===== src/rtl/cardhost_regif_pkg.sv =====
package cardhost_regif_pkg;

  localparam int NUM_MASKS = 2;

  localparam int OFF_POWER     = 'h00;
  localparam int OFF_CLOCK     = 'h04;
  localparam int OFF_ARG       = 'h08;
  localparam int OFF_CMD       = 'h0C;
  localparam int OFF_TIMER     = 'h24;
  localparam int OFF_LEN       = 'h28;
  localparam int OFF_DCTRL     = 'h2C;
  localparam int OFF_REM       = 'h30;
  localparam int OFF_STATUS    = 'h34;
  localparam int OFF_CLEAR     = 'h38;
  localparam int OFF_MASK_BASE = 'h3C;
  localparam int OFF_FIFO_BASE = 'h80;

  typedef enum logic [3:0] {
    SEL_NONE,
    SEL_POWER,
    SEL_CLOCK,
    SEL_ARG,
    SEL_CMD,
    SEL_TIMER,
    SEL_LEN,
    SEL_DCTRL,
    SEL_REM,
    SEL_STATUS,
    SEL_CLEAR,
    SEL_MASK,
    SEL_FIFO
  } regSel_e;

  typedef struct packed {
    regSel_e                rdSel;
    logic                   rdEn;
    logic                   wrPower;
    logic                   wrClock;
    logic                   wrArg;
    logic                   wrCmd;
    logic                   wrTimer;
    logic                   wrLen;
    logic                   wrDctrl;
    logic                   dataLoad;
    logic                   wrClear;
    logic [NUM_MASKS-1:0]   maskHit;
    logic [NUM_MASKS-1:0]   wrMask;
    logic                   fifoPushOk;
    logic                   fifoReject;
    logic                   addrBad;
    logic                   fifoPopRd;
  } regStrobes_t;

endpackage


===== src/rtl/cardhost_regif_ctrl.sv =====
module cardhost_regif_ctrl
  import cardhost_regif_pkg::*;
#(
  parameter int ADDR_W     = 8,
  parameter int FIFO_WORDS = 16
) (
  input  logic              clk,
  input  logic              rstN,
  input  logic              wrEn,
  input  logic              rdEn,
  input  logic [ADDR_W-1:0] addr,
  input  logic              cmdEnBit,
  input  logic              dataEnBit,
  input  logic              remZero,
  output regStrobes_t       stb,
  output logic              cmdStart,
  output logic              dataKick,
  output logic              fifoPush,
  output logic              fifoPop,
  output logic              addrErr,
  output logic              fifoErr
);

  localparam int FIFO_LO = OFF_FIFO_BASE;
  localparam int FIFO_HI = OFF_FIFO_BASE + 4 * (FIFO_WORDS - 1);

  regSel_e              sel;
  logic [NUM_MASKS-1:0] maskHit;
  int                   offVal;

  always_comb begin
    offVal  = int'(addr);
    sel     = SEL_NONE;
    maskHit = '0;
    if (addr[1:0] != 2'b00) begin
      sel = SEL_NONE;
    end else if (offVal >= FIFO_LO && offVal <= FIFO_HI) begin
      sel = SEL_FIFO;
    end else begin
      case (offVal)
        OFF_POWER:  sel = SEL_POWER;
        OFF_CLOCK:  sel = SEL_CLOCK;
        OFF_ARG:    sel = SEL_ARG;
        OFF_CMD:    sel = SEL_CMD;
        OFF_TIMER:  sel = SEL_TIMER;
        OFF_LEN:    sel = SEL_LEN;
        OFF_DCTRL:  sel = SEL_DCTRL;
        OFF_REM:    sel = SEL_REM;
        OFF_STATUS: sel = SEL_STATUS;
        OFF_CLEAR:  sel = SEL_CLEAR;
        default:    sel = SEL_NONE;
      endcase
      for (int i = 0; i < NUM_MASKS; i++) begin
        if (offVal == OFF_MASK_BASE + 4 * i) begin
          sel        = SEL_MASK;
          maskHit[i] = 1'b1;
        end
      end
    end
  end

  always_comb begin
    stb            = '0;
    stb.rdSel      = sel;
    stb.rdEn       = rdEn;
    stb.maskHit    = maskHit;
    stb.wrPower    = wrEn && sel == SEL_POWER;
    stb.wrClock    = wrEn && sel == SEL_CLOCK;
    stb.wrArg      = wrEn && sel == SEL_ARG;
    stb.wrCmd      = wrEn && sel == SEL_CMD;
    stb.wrTimer    = wrEn && sel == SEL_TIMER;
    stb.wrLen      = wrEn && sel == SEL_LEN;
    stb.wrDctrl    = wrEn && sel == SEL_DCTRL;
    stb.dataLoad   = wrEn && sel == SEL_DCTRL && dataEnBit;
    stb.wrClear    = wrEn && sel == SEL_CLEAR;
    stb.wrMask     = wrEn ? maskHit : '0;
    stb.fifoPushOk = wrEn && sel == SEL_FIFO && !remZero;
    stb.fifoReject = wrEn && sel == SEL_FIFO && remZero;
    stb.addrBad    = wrEn && (sel == SEL_NONE || sel == SEL_REM || sel == SEL_STATUS);
    stb.fifoPopRd  = rdEn && sel == SEL_FIFO;
  end

  always_ff @(posedge clk) begin
    if (!rstN) begin
      cmdStart <= 1'b0;
      dataKick <= 1'b0;
      fifoPush <= 1'b0;
      fifoPop  <= 1'b0;
      addrErr  <= 1'b0;
      fifoErr  <= 1'b0;
    end else begin
      cmdStart <= stb.wrCmd && cmdEnBit;
      dataKick <= stb.dataLoad || stb.fifoPushOk;
      fifoPush <= stb.fifoPushOk;
      fifoPop  <= stb.fifoPopRd;
      addrErr  <= stb.addrBad;
      fifoErr  <= stb.fifoReject;
    end
  end

endmodule


===== src/rtl/cardhost_regif_dp.sv =====
module cardhost_regif_dp
  import cardhost_regif_pkg::*;
#(
  parameter int DATA_W     = 32,
  parameter int LEN_W      = 16,
  parameter int STAT_W     = 11,
  parameter int BYTE_W     = 8,
  parameter int CMD_EN_BIT = 10
) (
  input  logic                 clk,
  input  logic                 rstN,
  input  regStrobes_t          stb,
  input  logic [DATA_W-1:0]    wrData,
  input  logic [DATA_W-1:0]    fifoRdWord,
  input  logic                 cmdDone,
  input  logic                 byteTake,
  input  logic [STAT_W-1:0]    statusSet,
  output logic [DATA_W-1:0]    rdData,
  output logic [DATA_W-1:0]    fifoWrWord,
  output logic [LEN_W-1:0]     remCount,
  output logic [LEN_W-1:0]     lenVal,
  output logic [STAT_W-1:0]    statusVal,
  output logic                 remZero,
  output logic [NUM_MASKS-1:0] irqOut
);

  localparam int BYTE_PAD = DATA_W - BYTE_W;
  localparam int LEN_PAD  = DATA_W - LEN_W;
  localparam int STAT_PAD = DATA_W - STAT_W;

  logic [BYTE_W-1:0] powerReg;
  logic [BYTE_W-1:0] clockReg;
  logic [DATA_W-1:0] argReg;
  logic [DATA_W-1:0] cmdReg;
  logic [DATA_W-1:0] timerReg;
  logic [LEN_W-1:0]  lenReg;
  logic [BYTE_W-1:0] dctrlReg;
  logic [LEN_W-1:0]  remReg;
  logic [STAT_W-1:0] statusReg;
  logic [DATA_W-1:0] maskReg [NUM_MASKS];
  logic [DATA_W-1:0] rdMux;
  logic [DATA_W-1:0] maskRd;
  logic [STAT_W-1:0] clearBits;

  always_ff @(posedge clk) begin
    if (!rstN) begin
      powerReg <= '0;
      clockReg <= '0;
      argReg   <= '0;
      timerReg <= '0;
      lenReg   <= '0;
      dctrlReg <= '0;
    end else begin
      if (stb.wrPower) powerReg <= wrData[BYTE_W-1:0];
      if (stb.wrClock) clockReg <= wrData[BYTE_W-1:0];
      if (stb.wrArg)   argReg   <= wrData;
      if (stb.wrTimer) timerReg <= wrData;
      if (stb.wrLen)   lenReg   <= wrData[LEN_W-1:0];
      if (stb.wrDctrl) dctrlReg <= wrData[BYTE_W-1:0];
    end
  end

  always_ff @(posedge clk) begin
    if (!rstN) begin
      cmdReg <= '0;
    end else if (stb.wrCmd) begin
      cmdReg <= wrData;
    end else if (cmdDone) begin
      cmdReg[CMD_EN_BIT] <= 1'b0;
    end
  end

  always_ff @(posedge clk) begin
    if (!rstN) begin
      remReg <= '0;
    end else if (stb.dataLoad) begin
      remReg <= lenReg;
    end else if (byteTake && remReg != '0) begin
      remReg <= remReg - 1'b1;
    end
  end

  assign clearBits = stb.wrClear ? wrData[STAT_W-1:0] : '0;

  always_ff @(posedge clk) begin
    if (!rstN) begin
      statusReg <= '0;
    end else begin
      statusReg <= (statusReg & ~clearBits) | statusSet;
    end
  end

  for (genvar g = 0; g < NUM_MASKS; g++) begin : gMask
    always_ff @(posedge clk) begin
      if (!rstN) begin
        maskReg[g] <= '0;
      end else if (stb.wrMask[g]) begin
        maskReg[g] <= wrData;
      end
    end
    assign irqOut[g] = |(statusReg & maskReg[g][STAT_W-1:0]);
  end

  always_comb begin
    maskRd = '0;
    for (int i = 0; i < NUM_MASKS; i++) begin
      if (stb.maskHit[i]) maskRd = maskRd | maskReg[i];
    end
  end

  always_comb begin
    case (stb.rdSel)
      SEL_POWER:  rdMux = {{BYTE_PAD{1'b0}}, powerReg};
      SEL_CLOCK:  rdMux = {{BYTE_PAD{1'b0}}, clockReg};
      SEL_ARG:    rdMux = argReg;
      SEL_CMD:    rdMux = cmdReg;
      SEL_TIMER:  rdMux = timerReg;
      SEL_LEN:    rdMux = {{LEN_PAD{1'b0}}, lenReg};
      SEL_DCTRL:  rdMux = {{BYTE_PAD{1'b0}}, dctrlReg};
      SEL_REM:    rdMux = {{LEN_PAD{1'b0}}, remReg};
      SEL_STATUS: rdMux = {{STAT_PAD{1'b0}}, statusReg};
      SEL_MASK:   rdMux = maskRd;
      SEL_FIFO:   rdMux = fifoRdWord;
      default:    rdMux = '0;
    endcase
  end

  always_ff @(posedge clk) begin
    if (!rstN) begin
      rdData <= '0;
    end else if (stb.rdEn) begin
      rdData <= rdMux;
    end
  end

  always_ff @(posedge clk) begin
    if (!rstN) begin
      fifoWrWord <= '0;
    end else if (stb.fifoPushOk) begin
      fifoWrWord <= wrData;
    end
  end

  assign remCount  = remReg;
  assign lenVal    = lenReg;
  assign statusVal = statusReg;
  assign remZero   = (remReg == '0);

endmodule


===== src/rtl/cardhost_regif.sv =====
module cardhost_regif
  import cardhost_regif_pkg::*;
#(
  parameter int ADDR_W      = 8,
  parameter int DATA_W      = 32,
  parameter int LEN_W       = 16,
  parameter int STAT_W      = 11,
  parameter int BYTE_W      = 8,
  parameter int FIFO_WORDS  = 16,
  parameter int CMD_EN_BIT  = 10,
  parameter int DATA_EN_BIT = 0
) (
  input  logic                 clk,
  input  logic                 rstN,
  input  logic                 wrEn,
  input  logic                 rdEn,
  input  logic [ADDR_W-1:0]    addr,
  input  logic [DATA_W-1:0]    wrData,
  output logic [DATA_W-1:0]    rdData,
  output logic                 cmdStart,
  input  logic                 cmdDone,
  output logic                 dataKick,
  input  logic                 byteTake,
  output logic [LEN_W-1:0]     remCount,
  output logic                 fifoPush,
  output logic [DATA_W-1:0]    fifoWrWord,
  output logic                 fifoPop,
  input  logic [DATA_W-1:0]    fifoRdWord,
  input  logic [STAT_W-1:0]    statusSet,
  output logic [NUM_MASKS-1:0] irqOut,
  output logic                 addrErr,
  output logic                 fifoErr
);

  regStrobes_t       stb;
  logic              remZero;
  logic [LEN_W-1:0]  lenVal;
  logic [STAT_W-1:0] statusVal;

  cardhost_regif_ctrl #(
    .ADDR_W    (ADDR_W),
    .FIFO_WORDS(FIFO_WORDS)
  ) u_ctrl (
    .clk      (clk),
    .rstN     (rstN),
    .wrEn     (wrEn),
    .rdEn     (rdEn),
    .addr     (addr),
    .cmdEnBit (wrData[CMD_EN_BIT]),
    .dataEnBit(wrData[DATA_EN_BIT]),
    .remZero  (remZero),
    .stb      (stb),
    .cmdStart (cmdStart),
    .dataKick (dataKick),
    .fifoPush (fifoPush),
    .fifoPop  (fifoPop),
    .addrErr  (addrErr),
    .fifoErr  (fifoErr)
  );

  cardhost_regif_dp #(
    .DATA_W    (DATA_W),
    .LEN_W     (LEN_W),
    .STAT_W    (STAT_W),
    .BYTE_W    (BYTE_W),
    .CMD_EN_BIT(CMD_EN_BIT)
  ) u_dp (
    .clk       (clk),
    .rstN      (rstN),
    .stb       (stb),
    .wrData    (wrData),
    .fifoRdWord(fifoRdWord),
    .cmdDone   (cmdDone),
    .byteTake  (byteTake),
    .statusSet (statusSet),
    .rdData    (rdData),
    .fifoWrWord(fifoWrWord),
    .remCount  (remCount),
    .lenVal    (lenVal),
    .statusVal (statusVal),
    .remZero   (remZero),
    .irqOut    (irqOut)
  );

endmodule


===== config.mk =====
export PLATFORM = sky130hd
export DESIGN_NAME = cardhost_regif
export DESIGN_NICKNAME = d
export VERILOG_FILES = /design/src/rtl/cardhost_regif_pkg.sv /design/src/rtl/cardhost_regif_ctrl.sv /design/src/rtl/cardhost_regif_dp.sv /design/src/rtl/cardhost_regif.sv
export SDC_FILE = /design/constraint.sdc
export NUM_CORES = 1
export LEC_CHECK = 0
export ABC_AREA = 1
export BUFFER_PORTS_ARGS = -buffer_cell sky130_fd_sc_hd__buf_2
export CAP_MARGIN = 20
export CORE_MARGIN = 2
export CORE_UTILIZATION = 30
export DETAILED_ROUTE_END_ITERATION = 8
export PLACE_DENSITY = 0.47
export SETUP_SLACK_MARGIN = 0.4
export SLEW_MARGIN = 30
export SYNTH_ARGS = -nofsm -noshare
export SYNTH_HDL_FRONTEND = slang
export SYNTH_SLANG_ARGS = --single-unit

===== constraint.sdc =====
create_clock -name clk -period 3.8 [get_ports clk]
set_input_delay 0.76 -clock clk [delete_from_list [all_inputs] [get_ports clk]]
set_output_delay 0.76 -clock clk [all_outputs]
set_load 0.005 [all_outputs]

## Yosys cells after proc, flatten, opt, wreduce, memory -nomap -nowiden

Memories as Yosys holds them, arrays and structs flattened.
Cells that the tools add are included.

- Word-level logic and storage cells: 110
- Memories kept: 1
- Register bits: 233
- Input bits: 89
- Memory bits (writable): 64

- Mux-type cells: 27
- $lt $le $gt $ge: 2
- Reductions and logical operators: 30
- Bitwise logic cells: 8
- Equality and inequality tests: 23
- Add/subtract/negate cells: 1

Memory list:

| memory | depth | bits a word | rd ports | clocked after memory_dff | write ports | RTL line | RTL |
|---|---|---|---|---|---|---|---|
| u_dp.maskReg | 2 | 32 | 2 | 0 | 2 | cardhost_regif_dp.sv:40 | `logic [DATA_W-1:0] maskReg [NUM_MASKS];` |

Operator list:

| kind | number |
|---|---|
| $pmux 32 s11 | 1 |
| $mux 32 | 4 |
| $eq 8x6->1 const B | 6 |
| $pmux 4 s10 | 1 |
| $and 11x11->11 | 3 |
| $mux 16 | 2 |
| $or 32x32->32 | 1 |
| $reduce_or 11->1 | 2 |
| $eq 4x4->1 const B | 5 |
| $logic_and 1x1->1 | 17 |
| $eq 4x3->1 const B | 4 |
| $eq 8x4->1 const B | 2 |
| $logic_not 16->1 | 1 |
| $mux 4 | 4 |
| $reduce_bool 16->1 | 1 |
| $sub 16x1->16 const B | 1 |
| $mux 1 | 11 |
| $mux 11 | 1 |
| $not 11->11 | 1 |
| $or 11x11->11 | 1 |
| $eq 4x2->1 const B | 2 |
| $eq 8x3->1 const B | 1 |
| $eq 8x7->1 const B | 1 |
| $eq 8x8->1 const B | 1 |
| other kinds (10) | 17 |

## Logic depth before layout (Yosys ltp)

- Depth in word-level cells: 12
- Mapped depth: 12
- Mapped depth without buffers: 12

## Cells and area by module

From an unflattened synthesis, not the netlist that was laid out.

- Cells, all modules: 1839
- Area, all modules: 13441.6 µm²

Modules (own cells, without submodules):

| module | area an instance (µm²) | times used | sequential area each (µm²) | cells each |
|---|---|---|---|---|
| cardhost_regif_dp | 12744.7 | 1 | 6466.2 | 1723 |
| cardhost_regif_ctrl | 696.9 | 1 | 120.1 | 116 |

## Worst setup path before layout

Ideal clock, no wire load.

- Path kind: input to register
- Start: in wrEn
- End: mem u_dp.maskReg[1][0], enable pin
- Cell stages on the path: 5
- Arrival time: 2336 ps
- Slack: 1075 ps
- Data required time: 3411 ps
- Library setup time: 389 ps
- Path through: buf_2 -> clkbuf_1 -> buf_1 -> nand3_1 -> nand2_1

RTL lines:

| element | RTL line | RTL |
|---|---|---|
| start, declared | cardhost_regif.sv:15 | `input logic wrEn,` |
| end, declared | cardhost_regif_dp.sv:40 |  |

==> impl_metrics.py <==
metrics = {
    "run_status": {
        "status": "finished, final reports clean",
    },
    "cells_and_area": {
        "fin_nets": 2000,
        "fillers": 4651,
        "area_growth_pct": 19.96,
        "regArea_um2": 6586,
        "drive_gt1_share_pct": 15.32,
        "final_cell_mix": "nand2_1 (388), dfxtp_1 (233), a21oi_1 (232)",
        "multi_input_area_um2": 5456,
        "layout_commonest_cell": "nand2_1",
    },
    "global_route": {
        "grt-ovfl-total": 0,
        "antenna_found_initial": 7,
        "grt_pass1_wl_mm": 70.28,
        "grt_max_degree": 63,
        "grt_use_total_pct": 20.61,
        "grt_pass1_vias": 11370,
    },
    "critical_path": {
        "required_ns": 3.04,
        "reg2reg_slack_ns": 1.41,
        "path_class": "reg2out",
        "arrival_ns": 1.79,
        "critPathBufInv": 1,
        "cp_top_family": "compound AO/OA/AOI/OAI gates",
        "r2r_cells": 12,
        "crit_fanout": 2,
        "cp-start-kind": "flip-flop",
        "endpoint": "irqOut[0]",
        "end_kind": "primary output",
        "slowest_stage": "edfxtp_1",
        "max_stage_delay_ns": 0.42,
        "startpoint": "u_dp.maskReg[0][9]",
        "timing.rr.end": "u_dp.remCount[14]",
        "cp.depth": 4,
        "regToRegStartpoint": "u_dp.remCount[0]",
        "crit_path_cell_trace": "a22o_1 -> a221oi_1 -> nand3_1 -> buf_2",
    },
    "sta": {
        "finalCriticalPeriod_ns": 2.552,
        "hold_violations": 0,
        "finClkSkew_ns": 0.02086,
        "tns_ns": 0,
        "relSlewSlack_pct": 50.14,
        "grt_setup_unrepaired": "false",
        "hold_ws_ns": 0.4381,
        "setup_viol": 0,
        "drv_slew": 0,
        "worst-slew-pin-transition_ns": 0.7452,
        "period_share_pct": 67.16,
        "fmax_ghz": 0.3919,
    },
    "pwr": {
        "peakVddDrop_mv": 0.2581,
        "powerDensity_nw_per_um2": 524.8,
        "leakagePower_nw": 6.561,
    },
    "floorplan": {
        "coreArea_um2": 43170,
        "fp.dieH_um": 213.5,
        "floorplan.initialDensity_pct": 30.50,
        "die-area_um2": 45580,
        "row_count": 76,
        "die_x_um": 213.5,
        "io-pin-count": 177,
    },
    "clock_tree": {
        "clk_pin_slew_worst_paths_ns": 0.05,
        "cts_tree": "done",
        "clock_tree.buffer_depth": 3,
        "insertion_delay_ns": 0.55,
        "root_buffer": "clkbuf_16",
        "numCtsBuffers": 37,
        "htree_num_levels": 2,
        "cts_resized": 0,
        "cts.sinks": 297,
        "cts_hold_buf": 0,
        "post_cts_buffers": 0,
    },
    "detailed_routing": {
        "drt_pass1_iterations": 6,
        "routed_wl_mm": 47.39,
        "vias": 12210,
        "drt_iter0_drc": 845,
        "wl_per_cell_um": 18.77,
        "viasPerCell": 4.835,
        "detail-route-antenna-nets": 0,
        "drc": 0,
    },
    "yosys": {
        "synth_ff_type": "dfxtp_1",
        "netlist_instances": 1759,
        "ys_seq_elements": 297,
        "ys_async_sr_fraction_pct": 0,
        "synth.avg_cell_area_um2": 7.485,
        "yosysUniqueCellTypes": 36,
        "synth_nets": 1849,
        "yosysSeqAreaShare_pct": 50.02,
        "synth_edf_count": 64,
        "yosysWarnings": 0,
        "synth_area_um2": 13170,
    },
    "flow_run": {
        "max-cap-violations": 0,
    },
    "placement": {
        "place_congestion": 0.8841,
        "hpwl_mm": 32.04,
        "portBuffers": 176,
    },
    "worst_hold_path": {
        "hold_path.class": "reg2reg",
    },
}
## worst register-to-register path, cell delays in order, from the launching register on
cell	delay (ns)
dfxtp_1	0.37
inv_1	0.21
ha_1	0.25
nand2_1	0.13
nor2_1	0.23
nand4_1	0.19
nand2_1	0.34
nand2_2	0.19
inv_2	0.18
nand2_1	0.08
nand2_1	0.07
nand2_1	0.05
nand2_1	0.06
## cells by family (layout without fill, tap and decap cells)
family	after synthesis	after routing	share of synthesized area (%)
other	0	1	0
buffers and inverters	282	462	8.686
XOR/XNOR	14	14	0.9313
AO/OA/AOI/OAI	436	436	16.74
flip-flops	297	297	50.02
adder cells (fa/ha/maj)	1	1	0.09501
AND/OR/NAND/NOR	729	729	23.52
## worst min-delay path by stage
stage | start | to | depth (start not counted)
detailed placement | u_dp.fifoWrWord[16] | u_dp.fifoWrWord[16] | 2
global route | statusSet[6] | u_dp.statusVal[6] | 3
finish | u_dp.fifoWrWord[18] | u_dp.fifoWrWord[18] | 2
CTS | statusSet[7] | u_dp.statusVal[7] | 3
floorplan | u_dp.timerReg[0] | u_dp.timerReg[0] | 2
global placement | u_dp.fifoWrWord[12] | u_dp.fifoWrWord[12] | 2
## where the power goes
group | internal, mW | switching, mW
sequential | 3.36 | 0.187
clock | 2.03 | 1.40
combinational | 0.477 | 0.828
## state kept, by name (all words and copies together), names as in the netlist
register,count
u_ctrl.addrErr,1
u_ctrl.cmdStart,1
u_ctrl.dataKick,1
u_ctrl.fifoErr,1
u_ctrl.fifoPop,1
u_ctrl.fifoPush,1
u_dp.argReg,32
u_dp.clockReg,8
u_dp.cmdReg,32
u_dp.dctrlReg,8
u_dp.fifoWrWord,32
u_dp.lenVal,16
u_dp.maskReg,64
u_dp.powerReg,8
u_dp.rdData,32
u_dp.remCount,16
u_dp.statusVal,11
u_dp.timerReg,32
## routing by layer
metal	track usage (%)	share of wire, %
met1	29.02	47
met2	32.38	44
met3	4.277	6.8
met4	4.789	1.5
met5	0	0.12
## synthesized netlist by cell type, types with 5 or more instances
| library cell | number | share of area (%) |
|---|---|---|
| inv_1 | 176 | 5.0 |
| buf_4 | 7 | 0.40 |
| nand4_1 | 21 | 1.0 |
| nor2_4 | 7 | 0.60 |
| edfxtp_1 | 64 | 15 |
| o21ai_0 | 194 | 7.4 |
| xor2_1 | 6 | 0.40 |
| clkbuf_1 | 54 | 1.5 |
| nor2_2 | 7 | 0.33 |
| nor2_1 | 157 | 4.5 |
| nand2_1 | 388 | 11 |
| xnor2_1 | 8 | 0.53 |
| nand2_2 | 5 | 0.24 |
| nand3_1 | 132 | 5.0 |
| dfxtp_1 | 233 | 35 |
| a21oi_1 | 232 | 8.8 |
| buf_2 | 31 | 1.2 |
## through the flow
step	power [mW]	util (%)	cells	cell area, µm²	worst slack (ns)
6_report	8.289	36.58	2525	15790	1.248
5_1_grt	8.665	36.58	2524	15790	1.139
4_1_cts	8.375	36.58	2524	15790	1.204
3_5_place_dp	4.916	33.88	2456	14630	0.9074
3_3_place_gp	4.924	33.88	2456	14630	0.8985
2_1_floorplan	4.415	-	1759	13170	1.075
## final cells by class
class                   instances  share of cell area, %
diodes                          1                0.01584
clock buffers                  58                  6.884
clock inverters                10                 0.4832
inverters                     182                  4.349
multi-input cells            1180                  34.55
flip-flops and latches        297                  41.70
well taps                     585                  4.634
repair buffers                212                  7.383
(Power assumes the default switching activity.)
